<file path="config.mk">
export PLATFORM = sky130hd
export DESIGN_NAME = optmon_top
export DESIGN_NICKNAME = d
export VERILOG_FILES = /design/src/rtl/optmon_pkg.sv /design/src/rtl/optmon_thr_bank.sv /design/src/rtl/optmon_chan.sv /design/src/rtl/optmon_txctl.sv /design/src/rtl/optmon_top.sv
export SDC_FILE = /design/constraint.sdc
export NUM_CORES = 1
export LEC_CHECK = 0
export ABC_AREA = 1
export ABC_CLOCK_PERIOD_IN_PS = 2400
export CORE_MARGIN = 2
export CORE_UTILIZATION = 50
export DETAILED_ROUTE_END_ITERATION = 6
export PLACE_DENSITY = 0.68
export SLEW_MARGIN = 10
export SYNTH_ARGS = -nofsm -noshare
export SYNTH_HDL_FRONTEND = slang
export SYNTH_SLANG_ARGS = --single-unit
export TNS_END_PERCENT = 30
</file>
<file path="constraint.sdc">
create_clock -name clk -period 2.4 [get_ports clk]
set_input_delay 0.48 -clock clk [delete_from_list [all_inputs] [get_ports clk]]
set_output_delay 0.48 -clock clk [all_outputs]
set_load 0.005 [all_outputs]
</file>
<file path="src/rtl/optmon_pkg.sv">
// Shared types and channel numbering for the optical module alarm monitor.
// Assumes four limits per channel, with even kind codes being high limits.
package optmon_pkg;

    localparam int unsigned NKIND = 4;

    // Limit kind code presented on the write port
    typedef enum logic [1:0] {
        THR_HI_ALM = 2'd0,
        THR_LO_ALM = 2'd1,
        THR_HI_WRN = 2'd2,
        THR_LO_WRN = 2'd3
    } thr_kind_e;

    // Four condition bits kept for each channel
    typedef struct packed {
        logic hi_alm;
        logic lo_alm;
        logic hi_wrn;
        logic lo_wrn;
    } flagset_t;

    // Channel positions whose numbering the transmit fault depends on
    localparam int unsigned CH_TEMP  = 0;
    localparam int unsigned CH_BIAS  = 1;
    localparam int unsigned CH_TXPWR = 2;
    localparam int unsigned CH_RXPWR = 3;
    localparam int unsigned CH_VCC   = 4;

endpackage

</file>
<file path="src/rtl/optmon_thr_bank.sv">
// Limit register bank: NCH channels with NKIND limits each, loaded by a write
// strobe. High limits reset to all ones and low limits reset to zero, so
// nothing trips before the limits are loaded. A write to a channel code at or
// above NCH matches no register and is dropped.
module optmon_thr_bank
    import optmon_pkg::*;
#(
    parameter int unsigned NCH  = 5,
    parameter int unsigned DW   = 16,
    parameter int unsigned SELW = 3
) (
    input  logic                      clk,
    input  logic                      rst_n,
    input  logic                      wr_en,
    input  logic [SELW-1:0]           wr_sel,
    input  logic [1:0]                wr_kind,
    input  logic [DW-1:0]             wr_data,
    output logic [NCH*NKIND*DW-1:0]   thr_flat
);

    for (genvar ch = 0; ch < NCH; ch++) begin : g_ch
        for (genvar k = 0; k < NKIND; k++) begin : g_kind
            localparam logic [DW-1:0] RST_VAL = ((k % 2) == 0) ? {DW{1'b1}} : {DW{1'b0}};
            localparam int unsigned   POS     = (ch * NKIND + k) * DW;
            logic [DW-1:0] lim_q;

            // Hold one limit; load it when the write address matches
            always_ff @(posedge clk) begin
                if (!rst_n) begin
                    lim_q <= RST_VAL;
                end else if (wr_en && (wr_sel == SELW'(ch)) && (wr_kind == 2'(k))) begin
                    lim_q <= wr_data;
                end
            end

            assign thr_flat[POS +: DW] = lim_q;
        end
    end

endmodule

</file>
<file path="src/rtl/optmon_chan.sv">
// One monitored channel: strict unsigned comparison of a reading against its
// four limits, plus sticky flags. A clear pulse reloads each flag from the
// condition seen on the most recent sample. Assumes sample_valid is a
// one-cycle strobe. When TX_SRC is set, the channel also reports its
// instantaneous high-alarm condition for the transmit fault.
module optmon_chan
    import optmon_pkg::*;
#(
    parameter int unsigned DW     = 16,
    parameter bit          TX_SRC = 1'b0
) (
    input  logic          clk,
    input  logic          rst_n,
    input  logic          sample_valid,
    input  logic          flag_clr,
    input  logic [DW-1:0] reading,
    input  logic [DW-1:0] lim_hi_alm,
    input  logic [DW-1:0] lim_lo_alm,
    input  logic [DW-1:0] lim_hi_wrn,
    input  logic [DW-1:0] lim_lo_wrn,
    output flagset_t      flags,
    output logic          trip_now
);

    flagset_t cond_now;
    flagset_t cond_q;
    flagset_t flags_q;
    flagset_t clr_mask;
    flagset_t smp_mask;

    // Strict comparisons of the current reading against each limit
    always_comb begin
        cond_now.hi_alm = reading > lim_hi_alm;
        cond_now.lo_alm = reading < lim_lo_alm;
        cond_now.hi_wrn = reading > lim_hi_wrn;
        cond_now.lo_wrn = reading < lim_lo_wrn;
    end

    // Expand the strobes to the four flag bits
    always_comb begin
        clr_mask = flag_clr     ? 4'b1111 : 4'b0000;
        smp_mask = sample_valid ? 4'b1111 : 4'b0000;
    end

    // Remember the condition of the last sample, for use by the clear pulse
    always_ff @(posedge clk) begin
        if (!rst_n) begin
            cond_q <= '0;
        end else if (sample_valid) begin
            cond_q <= cond_now;
        end
    end

    // Sticky flags: set by a sample, reloaded from the last condition on clear
    always_ff @(posedge clk) begin
        if (!rst_n) begin
            flags_q <= '0;
        end else if (sample_valid || flag_clr) begin
            flags_q <= (flags_q & ~clr_mask) | (cond_q & clr_mask) | (cond_now & smp_mask);
        end
    end

    assign flags = flags_q;

    if (TX_SRC) begin : g_src
        assign trip_now = cond_now.hi_alm;
    end else begin : g_nosrc
        assign trip_now = 1'b0;
    end

endmodule

</file>
<file path="src/rtl/optmon_txctl.sv">
// Transmit fault, laser enable and loss-of-signal outputs. The fault latches
// on a qualified trip and is cleared only while transmit disable is high. A
// hold-off counter skips the first HOLD_SAMPLES samples after reset or after
// re-enable. Assumes the disable and signal-detect inputs are already
// synchronous to clk.
module optmon_txctl #(
    parameter int unsigned HOLD_SAMPLES = 2
) (
    input  logic clk,
    input  logic rst_n,
    input  logic sample_valid,
    input  logic trip,
    input  logic tx_disable_in,
    input  logic rx_sig_detect,
    output logic tx_fault,
    output logic laser_en,
    output logic rx_los
);

    localparam int unsigned HW = $clog2(HOLD_SAMPLES + 1);
    localparam logic [HW-1:0] HOLD_LOAD = HW'(HOLD_SAMPLES);

    logic [HW-1:0] hold_q;
    logic          fault_q;
    logic          hold_done;

    assign hold_done = (hold_q == '0);

    // Hold-off count: reload while disabled, count samples down once enabled
    always_ff @(posedge clk) begin
        if (!rst_n) begin
            hold_q <= HOLD_LOAD;
        end else if (tx_disable_in) begin
            hold_q <= HOLD_LOAD;
        end else if (sample_valid && !hold_done) begin
            hold_q <= hold_q - 1'b1;
        end
    end

    // Latched fault: clear on disable, set on a trip once the hold-off is over
    always_ff @(posedge clk) begin
        if (!rst_n) begin
            fault_q <= 1'b0;
        end else if (tx_disable_in) begin
            fault_q <= 1'b0;
        end else if (sample_valid && hold_done && trip) begin
            fault_q <= 1'b1;
        end
    end

    // Register the pin-level laser enable and loss-of-signal outputs
    always_ff @(posedge clk) begin
        if (!rst_n) begin
            laser_en <= 1'b0;
            rx_los   <= 1'b1;
        end else begin
            laser_en <= !tx_disable_in;
            rx_los   <= !rx_sig_detect;
        end
    end

    assign tx_fault = fault_q;

endmodule

</file>
<file path="src/rtl/optmon_top.sv">
// Optical module alarm monitor top. It holds the limit bank and one compare
// channel per reading, and feeds the transmit control with the high-alarm
// trips of the bias and transmit-power channels. Assumes NCH covers both of
// those channel positions.
module optmon_top
    import optmon_pkg::*;
#(
    parameter int unsigned NCH          = 5,
    parameter int unsigned DW           = 16,
    parameter int unsigned SELW         = 3,
    parameter int unsigned HOLD_SAMPLES = 2
) (
    input  logic              clk,
    input  logic              rst_n,
    input  logic              sample_valid,
    input  logic [NCH*DW-1:0] sample_data,
    input  logic              thr_we,
    input  logic [SELW-1:0]   thr_sel,
    input  logic [1:0]        thr_kind,
    input  logic [DW-1:0]     thr_wdata,
    input  logic              flag_clr,
    input  logic              tx_disable_in,
    input  logic              rx_sig_detect,
    output logic [NCH-1:0]    alarm_hi,
    output logic [NCH-1:0]    alarm_lo,
    output logic [NCH-1:0]    warn_hi,
    output logic [NCH-1:0]    warn_lo,
    output logic              tx_fault,
    output logic              laser_en,
    output logic              rx_los
);

    localparam int unsigned LIMW = NKIND * DW;

    logic [NCH*LIMW-1:0] thr_flat;
    logic [NCH-1:0]      trip_vec;
    logic                trip_any;

    optmon_thr_bank #(
        .NCH  (NCH),
        .DW   (DW),
        .SELW (SELW)
    ) u_thr (
        .clk      (clk),
        .rst_n    (rst_n),
        .wr_en    (thr_we),
        .wr_sel   (thr_sel),
        .wr_kind  (thr_kind),
        .wr_data  (thr_wdata),
        .thr_flat (thr_flat)
    );

    for (genvar ch = 0; ch < NCH; ch++) begin : g_chan
        localparam int unsigned BASE = ch * LIMW;
        localparam bit IS_SRC = (ch == CH_BIAS) || (ch == CH_TXPWR);
        flagset_t fl;

        optmon_chan #(
            .DW     (DW),
            .TX_SRC (IS_SRC)
        ) u_chan (
            .clk          (clk),
            .rst_n        (rst_n),
            .sample_valid (sample_valid),
            .flag_clr     (flag_clr),
            .reading      (sample_data[ch*DW +: DW]),
            .lim_hi_alm   (thr_flat[BASE + int'(THR_HI_ALM)*DW +: DW]),
            .lim_lo_alm   (thr_flat[BASE + int'(THR_LO_ALM)*DW +: DW]),
            .lim_hi_wrn   (thr_flat[BASE + int'(THR_HI_WRN)*DW +: DW]),
            .lim_lo_wrn   (thr_flat[BASE + int'(THR_LO_WRN)*DW +: DW]),
            .flags        (fl),
            .trip_now     (trip_vec[ch])
        );

        assign alarm_hi[ch] = fl.hi_alm;
        assign alarm_lo[ch] = fl.lo_alm;
        assign warn_hi[ch]  = fl.hi_wrn;
        assign warn_lo[ch]  = fl.lo_wrn;
    end

    assign trip_any = |trip_vec;

    optmon_txctl #(
        .HOLD_SAMPLES (HOLD_SAMPLES)
    ) u_tx (
        .clk           (clk),
        .rst_n         (rst_n),
        .sample_valid  (sample_valid),
        .trip          (trip_any),
        .tx_disable_in (tx_disable_in),
        .rx_sig_detect (rx_sig_detect),
        .tx_fault      (tx_fault),
        .laser_en      (laser_en),
        .rx_los        (rx_los)
    );

endmodule

</file>
* After elaboration in Yosys (flattened, before gate mapping)
Index checks and enable logic that the tools add are counted.
** Cells by class
- Add/sub/neg operators :: 1
- Bitwise operators :: 27
- Magnitude comparators :: 20
- Equal/unequal tests :: 7
- Mux-type cells :: 2
- Reduce and logical (&&, ||, !) cells :: 37
** Operators with widths (count)
- greater-than comparator 16 bit :: 10
- less-than comparator 16 bit :: 10
- AND 4 bit :: 15
- bitwise OR 4 bit :: 10
- logical AND 1 bit :: 28
- two-way mux 4 bit :: 2
- equality test 3 x 2 -> 1 bit (second input constant) :: 2
- equality test 2 bit (second input constant) :: 2
- logical NOT 2 bit :: 2
- inverter 4 bit :: 1
- OR reduction 2 bit :: 2
- equality test 3 x 1 -> 1 bit (second input constant) :: 1
- equality test 3 bit (second input constant) :: 1
- logical NOT 1 bit :: 3
- logical NOT 3 bit :: 1
- equality test 2 x 1 -> 1 bit (second input constant) :: 1
- subtractor 2 x 1 -> 2 bit (second input constant) :: 1
- logical OR 1 bit :: 1
- inverter 1 bit :: 1
** Storage, ports and cells
- Register bits :: 365
- Word-level logic and storage cells :: 158
- Output and inout port bits :: 23

* Depth between registers and ports, before layout
- Depth after elaboration :: 5
- Mapped depth :: 15

* Hierarchy
From an unflattened synthesis, not the netlist that was laid out.
** Second synthesis, totals
- Cells, all modules :: 3414
- Area total of the unflattened synthesis :: 22973.3 µm²
** Modules (own cells, without submodules)
- optmon_thr_bank :: cells each 1878, area each 12914.9 µm², times used 1
- optmon_chan (g_chan[0].u_chan ...) :: cells each 308, area each 1995.7 µm², times used 3
- optmon_chan (g_chan[1].u_chan) :: cells each 292, area each 1926.8 µm², times used 1
- optmon_chan (g_chan[2].u_chan) :: cells each 290, area each 1925.6 µm², times used 1
- optmon_txctl :: cells each 26, area each 202.7 µm², times used 1
- optmon_top :: cells each 4, area each 16.3 µm², times used 1

* Worst setup path after synthesis
OpenSTA, ideal clock, no wires.
- Path type :: input port to flip-flop
- Start point :: input sample_data[23]
- End point :: register u_tx.fault_q, in the netlist u_tx.tx_fault
- Arrival :: 1379 ps
- Required time :: 2284 ps
- Setup time :: 116 ps
- Stages :: 10
- Path slack :: 905 ps
- Path buffers :: 0
- Cell sequence :: ha_1 -> a21o_1 -> nor2_1 -> nand2_1 -> nand2_1 -> nand2_1 -> nand2_1 -> nand2_1 -> nand2_1 -> a21oi_1
** On the way
- Word-level cells in the longest chain between the ends :: 3
** RTL lines
- start: declaration :: line optmon_top.sv:16 : input logic [NCH*DW-1:0] sample_data,
- greater-than comparator 16 bit :: line optmon_chan.sv:33 : cond_now.hi_alm = reading > lim_hi_alm;
- OR reduction 2 bit :: line optmon_top.sv:81 : assign trip_any = |trip_vec;
- logical AND 1 bit :: line optmon_txctl.sv:46 : end else if (sample_valid && hold_done && trip) begin
- end signal: assignment :: line optmon_txctl.sv:43 : fault_q <= 1'b0;
- end signal: assignment :: line optmon_txctl.sv:45 : fault_q <= 1'b0;
- end signal: assignment :: line optmon_txctl.sv:47 : fault_q <= 1'b1;
- end: declaration :: line optmon_txctl.sv:24 : logic fault_q;
No other way between the ends.
A chain may end at the register's enable or synchronous reset.

* Final worst setup path
- Start point :: register g_chan[2].u_chan.flags_q (netlist bit g_chan[2].u_chan.flags[1])
- End point :: output warn_hi[2]
** RTL lines
- start: declaration :: line optmon_chan.sv:27 : flagset_t flags_q;
- start signal: assignment :: line optmon_chan.sv:59 : flags_q <= (flags_q & ~clr_mask) | (cond_q & clr_mask) | (cond_now & smp_mask);
- end: declaration :: line optmon_top.sv:26 : output logic [NCH-1:0] warn_hi,
No word-level cell between the ends.

==> qor.yml <==
syn2layout_area_growth_pct: 18.0
synth_warnings: 0
finalNetCount: 3068
finalHoldViolCount: 0
worst_pin_slew_ps: 817
ant_nets: 0
placed_area_um2: 21900
synth_area_per_cell_um2: 7.80
start_util_pct: 50.3
fin_area_um2: 23500
cp.arrival_ps: 1560
holdBufCountCts: 0
p_seq_share_pct: 41.8
cts.clk_slew.worst_paths_ps: 60
p_leak_uw: 0.0108
critPathBufInv: 1
die_w_um: 204
rsz0062_at_grt: "no"
ir_worst_vdd_v: 0.000447
layout_commonest_cell: "a21oi_1"
grt_overflow: 0
ctsResizeCount: 0
switchingPower_uw: 3580
netlist_area_um2: 19900
place_hpwl_um: 38100
power_frac_comb_pct: 10.6
wirelength_um: 55100
fin_crit_ps: 2040
seq_area_frac_synth_pct: 36.7
synth_fp_nets: 2969
crit_family: "buffers and inverters"
avgRoutedWirePerCell_um: 17.2
critical-path-slowest-cell: "clkdlybuf4s50_1"
hold_ws_ps: 219
die_y_um: 204
timing.fmax_mhz: 490
critPathMaxStageDelay_ps: 610
slew_viol_final: 0
remaining_drc_errors: 0
grt_max_degree: 116
status: "completed"
yosysUniqueCellTypes: 28
post_route_cells_drive_above_1_share_pct: 5.93
worst_ep_required_time_ps: 1920
dpl.cell_count: 3130
syn_inst: 2550
cap_violations: 0
end_kind: "output port"
port_buffers: 130
ys_ff_latch: 365
ios: 131
cts.sinks: 365
hold_path.class: "input pin to flop"
grt_antenna_before_repair: 5
first_pass_iters: 5
clockPowerShare_pct: 47.5
rows: 73
grt_pass1_wl_um: 87600
finalSetupViolCount: 0
layout_common_cells: "a21oi_1, dfxtp_1, inv_1, nand2_1, ha_1"
post-route-util_pct: 59.4
p_per_area_nw_per_um2: 630
grt_usage_pct: 26.6
cp-start-kind: "flop"
finalClockSkew_ps: 12.7
die_area_um2: 41400
fin_crit_sh_pct: 85.0
cp_max_fo: 2
clk_latency_ps: 560
slew_headroom_pct: 45.5
root_buffer: "clkbuf_16"
cp_cell_sequence: "clkdlybuf4s50_1"
p_int_uw: 11200
cts_setup_buffers: 0
route.vias.total: 17400
drtIter0Drc: 1180
clock_path_buffers: 3
htreeDepth: 2
critPathKind: "flop to output port"
cts_tree: "built"
core_um2: 39500
p_sw_share_pct: 24.2
finalWeightedCongestion: 0.887
fin_cells: 3209
via_per_inst: 5.42
cts_buffers: 42
grt_pass1_vias: 16700
-- cells in the mapped netlist --
cell type | instances | share of area [%]
nor3_4 | 1 | 0.082
nand4_1 | 23 | 0.72
nand3_1 | 38 | 0.96
a21oi_1 | 399 | 10
o21a_1 | 13 | 0.49
a21boi_0 | 2 | 0.075
nand2_1 | 328 | 6.2
a21o_1 | 8 | 0.30
nor2_2 | 3 | 0.094
a31oi_1 | 5 | 0.16
nor2_4 | 1 | 0.057
buf_2 | 40 | 1.0
o21ai_1 | 25 | 0.63
inv_2 | 12 | 0.23
dfxtp_1 | 365 | 37
nor3_1 | 17 | 0.43
mux2i_1 | 18 | 0.91
a211oi_1 | 15 | 0.57
nor2_1 | 108 | 2.0
o21ai_0 | 271 | 6.8
inv_1 | 365 | 6.9
ha_1 | 311 | 20
buf_1 | 5 | 0.094
a41oi_1 | 4 | 0.18
a211o_1 | 3 | 0.13
nand3b_1 | 3 | 0.11
clkbuf_1 | 92 | 1.7
o211ai_1 | 75 | 2.8
-- cells by family after synthesis --
family / count (synthesis) / synth area share [%]
adders and majority gates: 311 / 19.6
DFF: 365 / 36.7
muxes: 18 / 0.905
buffers and inverters: 514 / 9.95
and+or+nand+nor: 522 / 10.7
AOI/OAI and AO/OA: 820 / 22.2
-- area by class of cell --
cell class / count / area (µm²)
inverter: 377 / 1420
sequential: 365 / 7310
antenna: 2 / 5.00
tap: 525 / 657
timing repair buffer: 192 / 1930
clock inverter: 14 / 220
clock buffer: 63 / 1320
fill: 3507 / 16100
multi-input combinational: 1671 / 10600
-- metal layers --
layer	global-route usage, %	vias up	part of all wire, %
met4	10.1	0	3.4
met2	43.5	473	45
li1	-	8811	-
met3	4.17	110	6.5
met5	0	-	0
met1	35.4	8001	45
-- stage by stage --
step | worst slack [ps] | TNS [ps] | power [µW]
floorplan | 905 | 0 | 7170
global placement | -29.3 | -58.1 | 7830
detailed placement | -66.3 | -114 | 7880
CTS | 347 | 0 | 14900
global route | 300 | 0 | 15300
finish | 359 | 0 | 14800
-- registers in the layout (all words and copies together) (netlist names) --
signal                   flops
g_chan.u_chan.cond_q        20
u_tx.tx_fault                1
u_tx.hold_q                  2
g_chan.u_chan.flags         20
u_thr.g_ch.g_kind.lim_q    320
u_tx.rx_los                  1
u_tx.laser_en                1
-- path summary, 6_finish.rpt --
path	startpoint	endpoint	slack [ps]	depth (start not counted)
hold reg to reg	u_thr.g_ch[4].g_kind[1].lim_q[0]	u_thr.g_ch[4].g_kind[1].lim_q[0]	450	2
setup / recovery	g_chan[2].u_chan.flags[1]	warn_hi[2]	360	1
setup reg to reg	u_thr.g_ch[3].g_kind[3].lim_q[5]	g_chan[3].u_chan.flags[0]	580	10
hold / removal	rst_n	u_tx.rx_los	220	2
-- power groups by stage --
| stage | logic (µW) | registers [µW] | clock network, µW |
|---|---|---|---|
| floorplan | 855 | 6320 | 0 |
| global placement | 1510 | 6320 | 0 |
| detailed placement | 1550 | 6320 | 0 |
| CTS | 1570 | 6190 | 7150 |
| global route | 1770 | 6200 | 7380 |
| finish | 1580 | 6190 | 7040 |
Note: power is estimated with default switching activity, not from simulation.
